## src/rtl/lsm_pkg.sv

```systemverilog
package lsm_pkg;
  localparam int DATA_W    = 32;
  localparam int ADDR_W    = 8;
  localparam int NUM_LINES = 2;
  localparam int LINE_SCL  = 0;
  localparam int LINE_SDA  = 1;

  localparam logic [ADDR_W-1:0] OFS_MASKED    = 8'h2C;
  localparam logic [ADDR_W-1:0] OFS_MASK      = 8'h30;
  localparam logic [ADDR_W-1:0] OFS_RAW       = 8'h34;
  localparam logic [ADDR_W-1:0] OFS_CLR_ALL   = 8'h40;
  localparam logic [ADDR_W-1:0] OFS_CLR_ABORT = 8'h54;
  localparam logic [ADDR_W-1:0] OFS_ABORT_SRC = 8'h80;
  localparam logic [ADDR_W-1:0] OFS_SCL_LIMIT = 8'hAC;
  localparam logic [ADDR_W-1:0] OFS_SDA_LIMIT = 8'hB0;

  localparam int BIT_TX_ABORT  = 6;
  localparam int BIT_SCL_STUCK = 14;
  localparam int BIT_SDA_CAUSE = 17;

  typedef struct packed {
    logic [NUM_LINES-1:0] wrLimit;
    logic                 wrMask;
    logic                 clrAll;
    logic                 clrAbort;
  } strobe_t;
endpackage

```

## src/rtl/lsm_line_counter.sv

```systemverilog
module lsm_line_counter #(
  parameter int LIMIT_W = 32,
  parameter logic [LIMIT_W-1:0] RESET_LIMIT = '1
) (
  input  logic               clk,
  input  logic               rstN,
  input  logic               lineIn,
  input  logic               enable,
  input  logic               wrLimit,
  input  logic [LIMIT_W-1:0] wrData,
  output logic [LIMIT_W-1:0] limit,
  output logic [LIMIT_W-1:0] count,
  output logic               hit
);
  logic [LIMIT_W-1:0] limitQ, cntQ;
  logic [LIMIT_W:0]   nextCnt;
  logic               atLimit, detectOff, counting;

  assign nextCnt   = {1'b0, cntQ} + 1'b1;
  assign atLimit   = (cntQ >= limitQ);
  assign detectOff = (limitQ == '0) || (limitQ == '1);
  assign counting  = enable && !lineIn;
  assign hit       = counting && !atLimit && !detectOff &&
                     (nextCnt == {1'b0, limitQ});

  always_ff @(posedge clk or negedge rstN) begin
    if (!rstN) begin
      limitQ <= RESET_LIMIT;
    end else if (wrLimit) begin
      limitQ <= wrData;
    end
  end

  always_ff @(posedge clk or negedge rstN) begin
    if (!rstN) begin
      cntQ <= '0;
    end else if (!counting) begin
      cntQ <= '0;
    end else if (!atLimit) begin
      cntQ <= nextCnt[LIMIT_W-1:0];
    end
  end

  assign limit = limitQ;
  assign count = cntQ;
endmodule

```

## src/rtl/lsm_datapath.sv

```systemverilog
module lsm_datapath
  import lsm_pkg::*;
#(
  parameter int LIMIT_W = 32,
  parameter logic [LIMIT_W-1:0] RESET_LIMIT = '1
) (
  input  logic                            clk,
  input  logic                            rstN,
  input  logic                            sclIn,
  input  logic                            sdaIn,
  input  logic                            enable,
  input  strobe_t                         stb,
  input  logic [DATA_W-1:0]               wrData,
  output logic [NUM_LINES-1:0][LIMIT_W-1:0] limitVec,
  output logic [NUM_LINES-1:0][LIMIT_W-1:0] cntVec,
  output logic [DATA_W-1:0]               rawStat,
  output logic [DATA_W-1:0]               maskReg,
  output logic [DATA_W-1:0]               maskedStat,
  output logic [DATA_W-1:0]               abortSrc,
  output logic                            irq
);
  logic [NUM_LINES-1:0] lineLvl, hitVec;
  logic sclStuckQ, txAbortQ, sdaCauseQ;
  logic [1:0] maskQ;

  assign lineLvl[LINE_SCL] = sclIn;
  assign lineLvl[LINE_SDA] = sdaIn;

  for (genvar i = 0; i < NUM_LINES; i++) begin : g_line
    lsm_line_counter #(.LIMIT_W(LIMIT_W), .RESET_LIMIT(RESET_LIMIT)) u_cnt (
      .clk    (clk),
      .rstN   (rstN),
      .lineIn (lineLvl[i]),
      .enable (enable),
      .wrLimit(stb.wrLimit[i]),
      .wrData (wrData[LIMIT_W-1:0]),
      .limit  (limitVec[i]),
      .count  (cntVec[i]),
      .hit    (hitVec[i])
    );
  end

  always_ff @(posedge clk or negedge rstN) begin
    if (!rstN) begin
      sclStuckQ <= 1'b0;
      txAbortQ  <= 1'b0;
      sdaCauseQ <= 1'b0;
    end else begin
      if (hitVec[LINE_SCL])        sclStuckQ <= 1'b1;
      else if (stb.clrAll)         sclStuckQ <= 1'b0;
      if (hitVec[LINE_SDA]) begin
        txAbortQ  <= 1'b1;
        sdaCauseQ <= 1'b1;
      end else if (stb.clrAll || stb.clrAbort) begin
        txAbortQ  <= 1'b0;
        sdaCauseQ <= 1'b0;
      end
    end
  end

  always_ff @(posedge clk or negedge rstN) begin
    if (!rstN)           maskQ <= 2'b11;
    else if (stb.wrMask) maskQ <= {wrData[BIT_SCL_STUCK], wrData[BIT_TX_ABORT]};
  end

  always_comb begin
    rawStat  = '0;
    maskReg  = '0;
    abortSrc = '0;
    rawStat[BIT_SCL_STUCK]  = sclStuckQ;
    rawStat[BIT_TX_ABORT]   = txAbortQ;
    maskReg[BIT_SCL_STUCK]  = maskQ[1];
    maskReg[BIT_TX_ABORT]   = maskQ[0];
    abortSrc[BIT_SDA_CAUSE] = sdaCauseQ;
  end

  assign maskedStat = rawStat & maskReg;
  assign irq        = |maskedStat;
endmodule

```

## src/rtl/lsm_control.sv

```systemverilog
module lsm_control
  import lsm_pkg::*;
#(
  parameter int LIMIT_W = 32
) (
  input  logic                              clk,
  input  logic                              rstN,
  input  logic                              regWrEn,
  input  logic                              regRdEn,
  input  logic [ADDR_W-1:0]                 regAddr,
  input  logic [NUM_LINES-1:0][LIMIT_W-1:0] limitVec,
  input  logic [DATA_W-1:0]                 rawStat,
  input  logic [DATA_W-1:0]                 maskReg,
  input  logic [DATA_W-1:0]                 maskedStat,
  input  logic [DATA_W-1:0]                 abortSrc,
  output strobe_t                           stb,
  output logic [DATA_W-1:0]                 regRdData
);
  logic [DATA_W-1:0] rdMux;

  always_comb begin
    stb = '0;
    stb.wrLimit[LINE_SCL] = regWrEn && (regAddr == OFS_SCL_LIMIT);
    stb.wrLimit[LINE_SDA] = regWrEn && (regAddr == OFS_SDA_LIMIT);
    stb.wrMask            = regWrEn && (regAddr == OFS_MASK);
    stb.clrAll            = regRdEn && (regAddr == OFS_CLR_ALL);
    stb.clrAbort          = regRdEn && (regAddr == OFS_CLR_ABORT);
  end

  always_comb begin
    rdMux = '0;
    case (regAddr)
      OFS_MASKED:    rdMux = maskedStat;
      OFS_MASK:      rdMux = maskReg;
      OFS_RAW:       rdMux = rawStat;
      OFS_ABORT_SRC: rdMux = abortSrc;
      OFS_SCL_LIMIT: rdMux[LIMIT_W-1:0] = limitVec[LINE_SCL];
      OFS_SDA_LIMIT: rdMux[LIMIT_W-1:0] = limitVec[LINE_SDA];
      default:       rdMux = '0;
    endcase
  end

  always_ff @(posedge clk or negedge rstN) begin
    if (!rstN)        regRdData <= '0;
    else if (regRdEn) regRdData <= rdMux;
  end
endmodule

```

## src/rtl/line_stuck_monitor.sv

```systemverilog
module line_stuck_monitor
  import lsm_pkg::*;
#(
  parameter int LIMIT_W    = 32,
  parameter int CLK_MHZ    = 110,
  parameter int DEFAULT_MS = 30
) (
  input  logic              clk,
  input  logic              rstN,
  input  logic              ctrlEnable,
  input  logic              sclIn,
  input  logic              sdaIn,
  input  logic              regWrEn,
  input  logic              regRdEn,
  input  logic [ADDR_W-1:0] regAddr,
  input  logic [DATA_W-1:0] regWrData,
  output logic [DATA_W-1:0] regRdData,
  output logic              irqOut
);
  localparam longint DefaultCycles = longint'(DEFAULT_MS) * longint'(CLK_MHZ) * 64'd1000;
  localparam logic [LIMIT_W-1:0] ResetLimit = LIMIT_W'(DefaultCycles);

  strobe_t stb;
  logic [NUM_LINES-1:0][LIMIT_W-1:0] limitVec, lineCnt;
  logic [DATA_W-1:0] rawStat, maskReg, maskedStat, abortSrc;

  lsm_control #(.LIMIT_W(LIMIT_W)) u_ctrl (
    .clk       (clk),
    .rstN      (rstN),
    .regWrEn   (regWrEn),
    .regRdEn   (regRdEn),
    .regAddr   (regAddr),
    .limitVec  (limitVec),
    .rawStat   (rawStat),
    .maskReg   (maskReg),
    .maskedStat(maskedStat),
    .abortSrc  (abortSrc),
    .stb       (stb),
    .regRdData (regRdData)
  );

  lsm_datapath #(.LIMIT_W(LIMIT_W), .RESET_LIMIT(ResetLimit)) u_dp (
    .clk       (clk),
    .rstN      (rstN),
    .sclIn     (sclIn),
    .sdaIn     (sdaIn),
    .enable    (ctrlEnable),
    .stb       (stb),
    .wrData    (regWrData),
    .limitVec  (limitVec),
    .cntVec    (lineCnt),
    .rawStat   (rawStat),
    .maskReg   (maskReg),
    .maskedStat(maskedStat),
    .abortSrc  (abortSrc),
    .irq       (irqOut)
  );
endmodule

```

## config.mk

```make
export PLATFORM = sky130hd
export DESIGN_NAME = line_stuck_monitor
export DESIGN_NICKNAME = d
export VERILOG_FILES = /design/src/rtl/lsm_pkg.sv /design/src/rtl/lsm_line_counter.sv /design/src/rtl/lsm_datapath.sv /design/src/rtl/lsm_control.sv /design/src/rtl/line_stuck_monitor.sv
export SDC_FILE = /design/constraint.sdc
export NUM_CORES = 1
export LEC_CHECK = 0
export BUFFER_PORTS_ARGS = -buffer_cell sky130_fd_sc_hd__buf_2
export CAP_MARGIN = 20
export CORE_MARGIN = 2
export CORE_UTILIZATION = 25
export CTS_CLUSTER_DIAMETER = 100
export DETAILED_ROUTE_END_ITERATION = 12
export PLACE_DENSITY_LB_ADDON = 0.25
export SYNTH_ARGS = -nofsm -noshare
export SYNTH_HDL_FRONTEND = slang
export SYNTH_SLANG_ARGS = --single-unit
```

## constraint.sdc

```tcl
create_clock -name clk -period 6.7 [get_ports clk]
set_input_delay 1.34 -clock clk [delete_from_list [all_inputs] [get_ports clk]]
set_output_delay 1.34 -clock clk [all_outputs]
set_load 0.02 [all_outputs]
```

# Word level (Yosys, flattened, before mapping)
# Index checks and enable logic that the tools add are counted.
[totals] ff_bits=164 inputBits=47 out_inout_bits=33 word_cells=63
[op_classes] n_addsub=2 n_lt_le_gt_ge=2 eq_ne=14 muxes=9 bitwise_logic=1 reduce_logical=27
[ops] cell="$pmux 32 s6" n=1
[ops] cell="$mux 32" n=4
[ops] cell="$add 32x1->33 const B" n=2
[ops] cell="$eq 33x32->1" n=2
[ops] cell="$eq 32x32->1 const B" n=2
[ops] cell="$ge 32x32->1" n=2
[ops] cell="$logic_not 32->1" n=2
[ops] cell="$reduce_or 32->1" n=1
[ops] cell="$eq 8x6->1 const B" n=3
[ops] cell="$eq 8x8->1 const B" n=3
[ops] cell="$eq 8x7->1 const B" n=2
[ops] cell="$and 15x15->15" n=1
[ops] cell="$logic_and 1x1->1" n=13
[ops] cell="$logic_not 1->1" n=6
[ops] cell="$mux 1" n=4
[ops] cell="$ne 2x2->1 const B" n=2
[ops] cell="$reduce_bool 2->1" n=2
[ops] cell="$logic_or 1x1->1" n=3

# Depth between registers and ports, before layout
# Gate-level depths: netlist of run 1.
[logic_depth] depth_word=6 depth_mapped=13 ltp_nobuf=10

# Cells and area by module
# Synthesis of run 1 repeated with hierarchy kept, for this count alone.
[hier_totals] hier_cells=1567 hier_area_um2=13494.2
[by_module_without_submodules] module="lsm_line_counter" n_inst=2 cells_per_inst=577 area_per_inst_um2=4862.2 seq_area_each_um2=1612.8
[by_module_without_submodules] module="lsm_control" n_inst=1 cells_per_inst=275 area_per_inst_um2=2665.1 seq_area_each_um2=800.8
[by_module_without_submodules] module="lsm_datapath" n_inst=1 cells_per_inst=138 area_per_inst_um2=1104.8 seq_area_each_um2=102.6

# Worst setup path after synthesis of run 1
# OpenSTA, ideal clock, no wires.
[synth_timing] kind="input port to flip-flop" from="in sdaIn" to="reg u_dp.txAbortQ" setup_ps=66 t_arrival_ps=2971 required_ps=6634 setup_slack_ps=3663 stages=7 n_path_buf=0 cell_sequence="nand2b_1 > a2111oi_0 > o211a_1 > nand4_1 > or4_1 > or4_1 > nand2_1"
[synth_via] elab_chain_cells=6 word_cells_on_any_way=7 classes_between="1 x mux; 6 x reduce/logical"
[synth_rtl] element="start, declared" line_no="line_stuck_monitor.sv:12" rtl="input logic sdaIn,"
[synth_rtl] element="$logic_not 1->1 (*)" line_no="lsm_line_counter.sv:22" rtl="assign counting = enable && !lineIn;"
[synth_rtl] element="$logic_and 1x1->1 (*)" line_no="lsm_line_counter.sv:22"
[synth_rtl] element="$logic_and 1x1->1 (*) (3 in series)" line_no="lsm_line_counter.sv:23" rtl="assign hit = counting && !atLimit && !detectOff &&"
[synth_rtl] element="$mux 1 or $reduce_bool 2->1 (tied branches)"
[synth_rtl] element="end signal, assigned" line_no="lsm_datapath.sv:46" rtl="txAbortQ <= 1'b0;"
[synth_rtl] element="end signal, assigned" line_no="lsm_datapath.sv:52" rtl="txAbortQ <= 1'b1;"
[synth_rtl] element="end signal, assigned" line_no="lsm_datapath.sv:55" rtl="txAbortQ <= 1'b0;"
[synth_rtl] element="end, declared" line_no="lsm_datapath.sv:23" rtl="logic sclStuckQ, txAbortQ, sdaCauseQ;"
# Every way passes the cells marked *; elsewhere a longest branch is shown, timed or not.
# A chain may end at the register's enable or synchronous reset.

# Worst setup path after layout of run 1
[layout_timing] from="reg u_dp.g_line[0].u_cnt.limitQ[20]" to="reg u_dp.g_line[0].u_cnt.cntQ[13]"
[layout_via] elab_chain_cells=2
[layout_rtl] element="start, declared" line_no="lsm_line_counter.sv:15" rtl="logic [LIMIT_W-1:0] limitQ, cntQ;"
[layout_rtl] element="start signal, assigned" line_no="lsm_line_counter.sv:30" rtl="limitQ <= wrData;"
[layout_rtl] element="$ge 32x32->1" line_no="lsm_line_counter.sv:20" rtl="assign atLimit = (cntQ >= limitQ);"
[layout_rtl] element="$ne 2x2->1 (no line)"
[layout_rtl] element="end signal, assigned" line_no="lsm_line_counter.sv:40" rtl="cntQ <= nextCnt[LIMIT_W-1:0];"
[layout_rtl] element="end, declared" line_no="lsm_line_counter.sv:15"
# Every way passes these cells.

==> metrics.md, run 1 <==
| Metric | Value |
|---|---|
| Sequential area share after synthesis | `a little under two fifths` |
| Area Growth Syn to Fin | `14.24%` |
| Design Area, Final | `12830 sq um` |
| Placed Cells | `approximately 1800` |
| Overall power after layout | `approximately 2.4 mW` |
| Clk Latency, worst-skew pair | `0.45 ns` |
| Gpl congestion | `0.8669` |
| Max clock buf depth | `2` |
| Hold Buf Count CTS | `0` |
| Asr flop ratio synth | `between 90% and 100%` |
| Initial antenna violation count | `0` |
| First-pass GRT wire length | `56890 um` |
| Slowest-stage cell, CP | `or4_1` |
| RSZ-0062 raised after global routing | `no` |
| Largest net degree at the start of global routing | `a little under 60` |
| DRC | `0` |
| Setup bufs post-CTS | `0` |
| Critical path's most frequent cell | `a21oi_1` |
| Drt wl/cell | `between 15 and 20 um` |
| Post-synth top area cell | `dfrtp_1` |
| Worst Tran Pin Value | `between 1 and 1.5 ns` |
| Mapped Nets | `1336` |
| Ys flop type | `dfrtp_1` |
| CP endpoint kind | `flop` |
| Post-synth cell types | `between 70 and 80` |
| Worst-path fanout max | `24` |
| H-tree Lvls | `4` |
| Vias per std cell | `5.061` |
| Synth top area share | `approximately a third` |
| I/O pins | `80` |
| Worst EP required | `approximately 7 ns` |
| Worst Clk Skew | `between 0.015 and 0.02 ns` |
| Number of enable flip-flop cells after synthesis | `0` |
| Peak VDD IR | `around 0.14 mV` |
| Yosys warning count | `0` |
| Max frequency | `276.2 MHz` |
| Die ar. | `46630 sq um` |
| CTS Buf Count | `17` |
| Mapped Area | `about 11000 sq um` |
| Via count | `9489` |
| Hold Worst Slack | `about 0.53 ns` |
| Hold Path Class | `reg2reg` |
| Final ANT Viol Nets | `0` |
| Synth area leaders | `dfrtp_1 32%, ha_1 7.4%, mux2_2 6.6%` |
| Starting Density | `about a quarter` |
| CP Class | `reg2reg` |
| Endpoints failing hold | `0` |
| Nets | `about 1400` |
| Syn Area/Cell | `roughly 9.2 sq um` |
| # fillers | `about 4800` |
| Crit share post-route | `54.05%` |
| Critical Path, Cell by Cell | `inv_1 -> ha_1 -> a2111oi_0 -> a21oi_1 -> a2111oi_2 -> buf_4 -> nand2_1 -> or4_1 -> a21oi_1` |
| Fin crit period | `roughly 3.6 ns` |
| Detail Placement HPWL | `between 20000 and 30000 um` |
| FF+latch count, synth | `approximately 160` |
| Post-Synthesis Cells | `~1200` |
| Clk slew on worst S/H paths | `approximately 0.070 ns` |
| Worst rel slew slack | `roughly a quarter` |
| CTS tree | `yes` |
| Max cap viols | `0` |
| Routed WL | `about 36000 um` |
| Worst path top cell family by delay | `simple AND/OR/NAND/NOR gates` |
| Port Buf Inserts | `a little under 80` |
| Layout cell share with drive strength beyond 1 | `18.00%` |
| CTS sink cnt | `around 160` |
| Most common cell after layout, fill and taps aside | `dfrtp_1` |
| Number of global-route vias before repair | `9369` |
| Setup-failing EPs final | `0` |
| CP bufs+invs | `2` |
| Non-Filler Instances | `between 1500 and 2000` |
| Drt pass-1 iters | `5` |
| N_diodes | `0` |
| Total gr overflow | `0` |
| Core region area | `~44000 sq um` |
| Crit path DAT | `3.98 ns` |
| Die X | `216.0 um` |
| DR iter-0 viols | `a little under 700` |
| Startpoint types | `flop` |
| Gr usage total | `15.79%` |
| Leak | `5.296 nW` |
| Post-CTS sizing | `0` |
| CTS root buffer | `clkbuf_16` |
| Max-slew violation count | `0` |
| Placed Instance Area | `~12000 sq um` |
| Chip Height | `216.0 um` |
| Crit path largest cell delay | `roughly 0.69 ns` |
| Most frequent cells in the layout | `144 x dfrtp_1, 104 x inv_1, 83 x nor2_1, 78 x buf_2, 75 x xnor2_1` |
| Cell Rows | `77` |
| Cell Pwr Density | `between 150 and 200 nW/um^2` |
| Outcome | `complete, no violations` |
| Setup TNS | `0 ns` |
[cells in the mapped netlist (10+ instances only)]
cell type  number
dfstp_2        20
nand3_1        53
a31oi_1        11
nor3_1         36
nor2_1         85
o22ai_1        30
xnor2_1        75
inv_1         104
nor4_1         42
a22oi_1        29
a21o_1         14
mux2_2         66
xor2_1         56
a21oi_1        32
nand2b_1       10
nand2_1        51
clkbuf_1       49
or3_1          10
o21ai_0        28
dfrtp_1       144
nand4_1        57
ha_1           66
[cell families after synthesis]
logic type	share of synthesized area [%]
AOI/OAI and AO/OA	12.59
xor gates and xnor gates	10.22
DFF	36.76
buffers and inverters	5.793
adders and majority gates	7.353
and+or+nand+nor	20.00
muxes	7.286
[through the flow]
stage                     setup WS, ns  utilization, %
after floorplan                  3.663               -
after global placement           3.098           27.62
after detailed placement         3.114           27.62
after CTS                        3.110           28.95
after global routing             2.774           28.95
final                            3.079           28.95
[power by group]
group	internal [mW]	switching [mW]
clock	0.544	0.475
combinational	0.119	0.217
sequential	1.02	0.0614
total	1.68	0.754
[state kept, by name, indices dropped and copies added, names as in the netlist]
signal / cells
u_dp.g_line.u_cnt.count: 64
u_dp.sclStuckQ: 1
u_dp.maskQ: 2
u_dp.txAbortQ: 1
u_ctrl.regRdData: 32
u_dp.g_line.u_cnt.limit: 64
[area by class of cell]
type                       count  area, sq um  area share, %
multi-input combinational    891         6482          50.53
sequential                   164         4129          32.18
tap                          592        740.7          5.773
timing repair buffer          92        499.2          3.891
clock buffer                  19        452.9          3.530
inverter                     104        390.4          3.043
clock inverter                13        135.1          1.053
[path summary, 6_finish.rpt]
| kind | slack, ns | depth (start not counted) | to | from |
|---|---|---|---|---|
| max | 3.08 | 9 | u_dp.g_line[0].u_cnt.count[13]$_DFFE_PN0P_ | u_dp.g_line[0].u_cnt.limit[20]$_DFFE_PN1P_ |
| min reg2reg | 0.53 | 2 | u_ctrl.regRdData[31]$_DFFE_PN0P_ | u_ctrl.regRdData[31]$_DFFE_PN0P_ |
| max in group asynchronous | 4.62 | 2 | u_dp.g_line[0].u_cnt.count[25]$_DFFE_PN0P_ | rstN |
| min in group asynchronous | 0.86 | 1 | u_dp.g_line[1].u_cnt.count[2]$_DFFE_PN0P_ | rstN |
| min | 0.53 | 2 | u_ctrl.regRdData[31]$_DFFE_PN0P_ | u_ctrl.regRdData[31]$_DFFE_PN0P_ |
| max reg2reg | 3.08 | 9 | u_dp.g_line[0].u_cnt.count[13]$_DFFE_PN0P_ | u_dp.g_line[0].u_cnt.limit[20]$_DFFE_PN1P_ |
[per-layer routing]
metal / share of wire [%] / global-route usage (%) / vias to the layer above
li1: - / - / 4538
met1: 49 / 22.93 / 4698
met2: 44 / 24.20 / 237
met3: 5.4 / 2.903 / 16
met4: 1.2 / 3.607 / 0
met5: 0 / 0 / -
[worst register-to-register path, cell delays in order (launching register included)]
cell       delay (ns)
dfstp_2          0.58
inv_1            0.05
ha_1             0.32
a2111oi_0        0.41
a21oi_1          0.15
a2111oi_2        0.29
buf_4            0.34
nand2_1          0.58
or4_1            0.69
a21oi_1          0.15
Note: power is estimated with default switching activity, not from simulation.
==> run 2, diff against run 1 <==
==> constraint.sdc (replaced) <==
create_clock -name clk -period 3.6 [get_ports clk]
set_input_delay 0.72 -clock clk [delete_from_list [all_inputs] [get_ports clk]]
set_output_delay 0.72 -clock clk [all_outputs]
set_load 0.02 [all_outputs]
==> run 2 against run 1 <==
Setup slack worse by 2.8 ns. Cell count rose by 2.7%. Total power grew 87%. Fmax rose by 11%. Clock-buffer cell count is 2 higher. First-iteration DRC count increased by 19%. Clock power increased by 84%. Register-to-register slack lost 2.8 ns. Global-route usage increased by 0.62 points.
==> metrics.md, run 2 (synthesis gave the netlist of run 1 again) <==
| Metric | Value |
|---|---|
| Crit path DAT | `3.66 ns (-0.32 ns)` |
| Starting Density | `25.34% (unchanged)` |
| Cell Pwr Density | `345.6 nW/um^2 (+82%)` |
| Multi-input logic area | `6482 sq um (unchanged)` |
| Startpoint types | `flop` |
| Number of global-route vias before repair | `9548 (+1.9%)` |
| Clk slew on worst S/H paths | `0.07 ns (about the same)` |
| Max clock buf depth | `2 (unchanged)` |
| Cell Rows | `77 (unchanged)` |
| Outcome | `complete, no violations` |
| Peak VDD IR | `0.2387 mV (+66%)` |
| Die ar. | `46630 sq um (unchanged)` |
| Critical path's most frequent cell | `or4_1` |
| Setup-failing EPs final | `0 (unchanged)` |
| Hold Path Class | `in2async` |
| CP Class | `reg2reg` |
| Layout cell share with drive strength beyond 1 | `21.01% (+3.0 points)` |
| Port Buf Inserts | `79 (unchanged)` |
| Max frequency | `305.3 MHz (+11%)` |
| Setup bufs post-CTS | `0 (unchanged)` |
| Clock share of power | `41.2% (-0.6 points)` |
| Gr usage total | `16.42% (+0.62 points)` |
| Reg2Reg Setup Slack | `0.32 ns (-2.75 ns)` |
| # fillers | `4734 (-1.3%)` |
| Die X | `216.0 um (unchanged)` |
| Largest net degree at the start of global routing | `69 (+17%)` |
| Vias per std cell | `5.104 (+0.86%)` |
| Max cap viols | `0 (unchanged)` |
| H-tree Lvls | `4 (unchanged)` |
| Worst-path fanout max | `10 (-58%)` |
| Post-CTS sizing | `0 (unchanged)` |
| Total gr overflow | `0 (unchanged)` |
| Worst Tran Pin Value | `0.7667 ns (-0.3588 ns)` |
| Reg2reg path depth | `10 (+1)` |
| Hold Buf Count CTS | `0 (unchanged)` |
| Drt pass-1 iters | `5 (unchanged)` |
| I/O pins | `80 (unchanged)` |
| CP endpoint kind | `flop` |
| CTS tree | `yes` |
| Crit share post-route | `91.00% (+37 points)` |
| Area Growth Syn to Fin | `17.69%` |
| First-pass GRT wire length | `58910 um (+3.6%)` |
| RSZ-0062 raised after global routing | `no` |
| Worst R2R End | `u_dp.txAbortQ$_DFFE_PN0P_` |
| CTS Buf Count | `17 (unchanged)` |
| Clk Latency, worst-skew pair | `0.45 ns (about the same)` |
| Core region area | `44320 sq um (unchanged)` |
| Worst setup path end | `u_dp.txAbortQ$_DFFE_PN0P_` |
| Flop pwr share | `43.6% (-0.8 points)` |
| Worst rel slew slack | `48.89% (+24 points)` |
| Most frequent cells in the layout | `144 x dfrtp_1, 104 x inv_1, 83 x nor2_1, 78 x buf_2, 75 x xnor2_1` |
| Slowest-stage cell, CP | `dfstp_2` |
| Detail Placement HPWL | `29210 um (+7.9%)` |
| Gpl congestion | `0.8495 (-2.0%)` |
| Routed WL | `38270 um (+5.0%)` |
| Internal | `3.182 mW (+89%)` |
| Reg2reg start | `u_dp.g_line[1].u_cnt.limit[5]$_DFFE_PN1P_` |
| CTS root buffer | `clkbuf_16` |
| FF+latch area | `4129 sq um (unchanged)` |
| Max-slew violation count | `0 (unchanged)` |
| Worst Clk Skew | `0.01114 ns (-0.005411 ns)` |
| Setup TNS | `0 ns (unchanged)` |
| Combinational power share | `15.2% (+1.4 points)` |
| Most common cell after layout, fill and taps aside | `dfrtp_1` |
| CP Launch Point | `u_dp.g_line[1].u_cnt.limit[5]$_DFFE_PN1P_` |
| Sw Share | `30.34% (-0.57 points)` |
| N_diodes | `0 (unchanged)` |
| Chip Height | `216.0 um (unchanged)` |
| Drt wl/cell | `19.88 um (+2.3%)` |
| Worst EP required | `3.99 ns (-3.07 ns)` |
| Nets | `1433 (+3.6%)` |
| DR iter-0 viols | `824 (+19%)` |
| Placed Cells | `1893 (+2.7%)` |
| Final ANT Viol Nets | `0 (unchanged)` |
| Net Switching | `1.386 mW (+84%)` |
| Fin crit period | `3.276 ns (-0.3454 ns)` |
| Leak | `5.561 nW (+5.0%)` |
| Crit path largest cell delay | `0.65 ns (-0.04 ns)` |
| Via count | `9826 (+3.6%)` |
| Initial antenna violation count | `1 (+1)` |
| CTS sink cnt | `164 (unchanged)` |
| Critical Path, Cell by Cell | `inv_1 -> ha_1 -> a21o_1 -> a21oi_1 -> nor2b_1 -> o21ai_0 -> a31oi_2 -> or4_1 -> or4_1 -> nand2_1` |
| Endpoints failing hold | `0 (unchanged)` |
| DRC | `0 (unchanged)` |
| Non-Filler Instances | `1925 (+2.7%)` |
run 2: cell types whose count changed in the layout (fill, tap and decap cells not counted), sizes merged:
| cell | change |
|---|---|
| clkbuf | +2 |
| buf | +50 |
| inv | -3 |
| clkinv | +1 |
run 2: how the worst min path moves through the flow:
| stage | start | endpoint | slack (ns) | cells after the start |
|---|---|---|---|---|
| 2_1_floorplan | rstN | u_ctrl.regRdData[0]$_DFFE_PN0P_ | 0.42 | 0 |
| 6_report | rstN | u_ctrl.regRdData[9]$_DFFE_PN0P_ | 0.28 | 1 |
| 5_1_grt | rstN | u_dp.g_line[1].u_cnt.count[0]$_DFFE_PN0P_ | 0.32 | 1 |
| 3_5_place_dp | u_ctrl.regRdData[10]$_DFFE_PN0P_ | u_ctrl.regRdData[10]$_DFFE_PN0P_ | 0.52 | 2 |
| 3_3_place_gp | u_ctrl.regRdData[31]$_DFFE_PN0P_ | u_ctrl.regRdData[31]$_DFFE_PN0P_ | 0.51 | 2 |
| 4_1_cts | rstN | u_ctrl.regRdData[8]$_DFFE_PN0P_ | 0.31 | 1 |
run 2: cell type report:
cell class              count  share of cell area (%)
well taps                 592                   5.604
inverters                 104                   2.953
flip-flops and latches    164                   31.24
repair buffers            142                   6.711
clock buffers              21                   3.559
clock inverters            11                  0.8898
multi-input cells         891                   49.04
run 2: power groups by stage:
stage,Combinational (mW),Sequential [mW],Clock (mW)
floorplan,0.390,1.99,0
global placement,0.690,2.02,0
detailed placement,0.690,2.03,0
CTS,0.695,1.99,1.93
global route,0.762,2.00,2.00
finish,0.695,1.99,1.88
run 2: critical path, delay by kind of cell, from the launching register on:
family | cells | cell delay, ns
and+or+nand+nor | 4 | 1.21
DFF | 1 | 0.65
buffers and inverters | 1 | 0.07
AOI/OAI and AO/OA | 4 | 0.97
adders and majority gates | 1 | 0.31
run 2: per-stage QoR:
step / power, mW / instance area (sq um) / setup slack (ns) / utilization (%) / hold slack [ns]
3_5_place_dp: 2.715 / 12630 / 0.3347 / 28.50 / 0.5169
4_1_cts: 4.614 / 13220 / 0.3268 / 29.83 / 0.3076
6_report: 4.568 / 13220 / 0.3242 / 29.83 / 0.2804
5_1_grt: 4.755 / 13220 / 0.08269 / 29.83 / 0.3206
2_1_floorplan: 2.382 / 11230 / 0.5986 / - / 0.4244
3_3_place_gp: 2.714 / 12630 / 0.2374 / 28.50 / 0.5127
run 2: metal layers:
layer	wire length [um]	part of all wire [%]	global-route usage, %
met5	13	0.034	0
met3	1838	4.8	2.932
met4	511	1.3	3.699
met2	16900	44	25.31
met1	19000	50	23.78
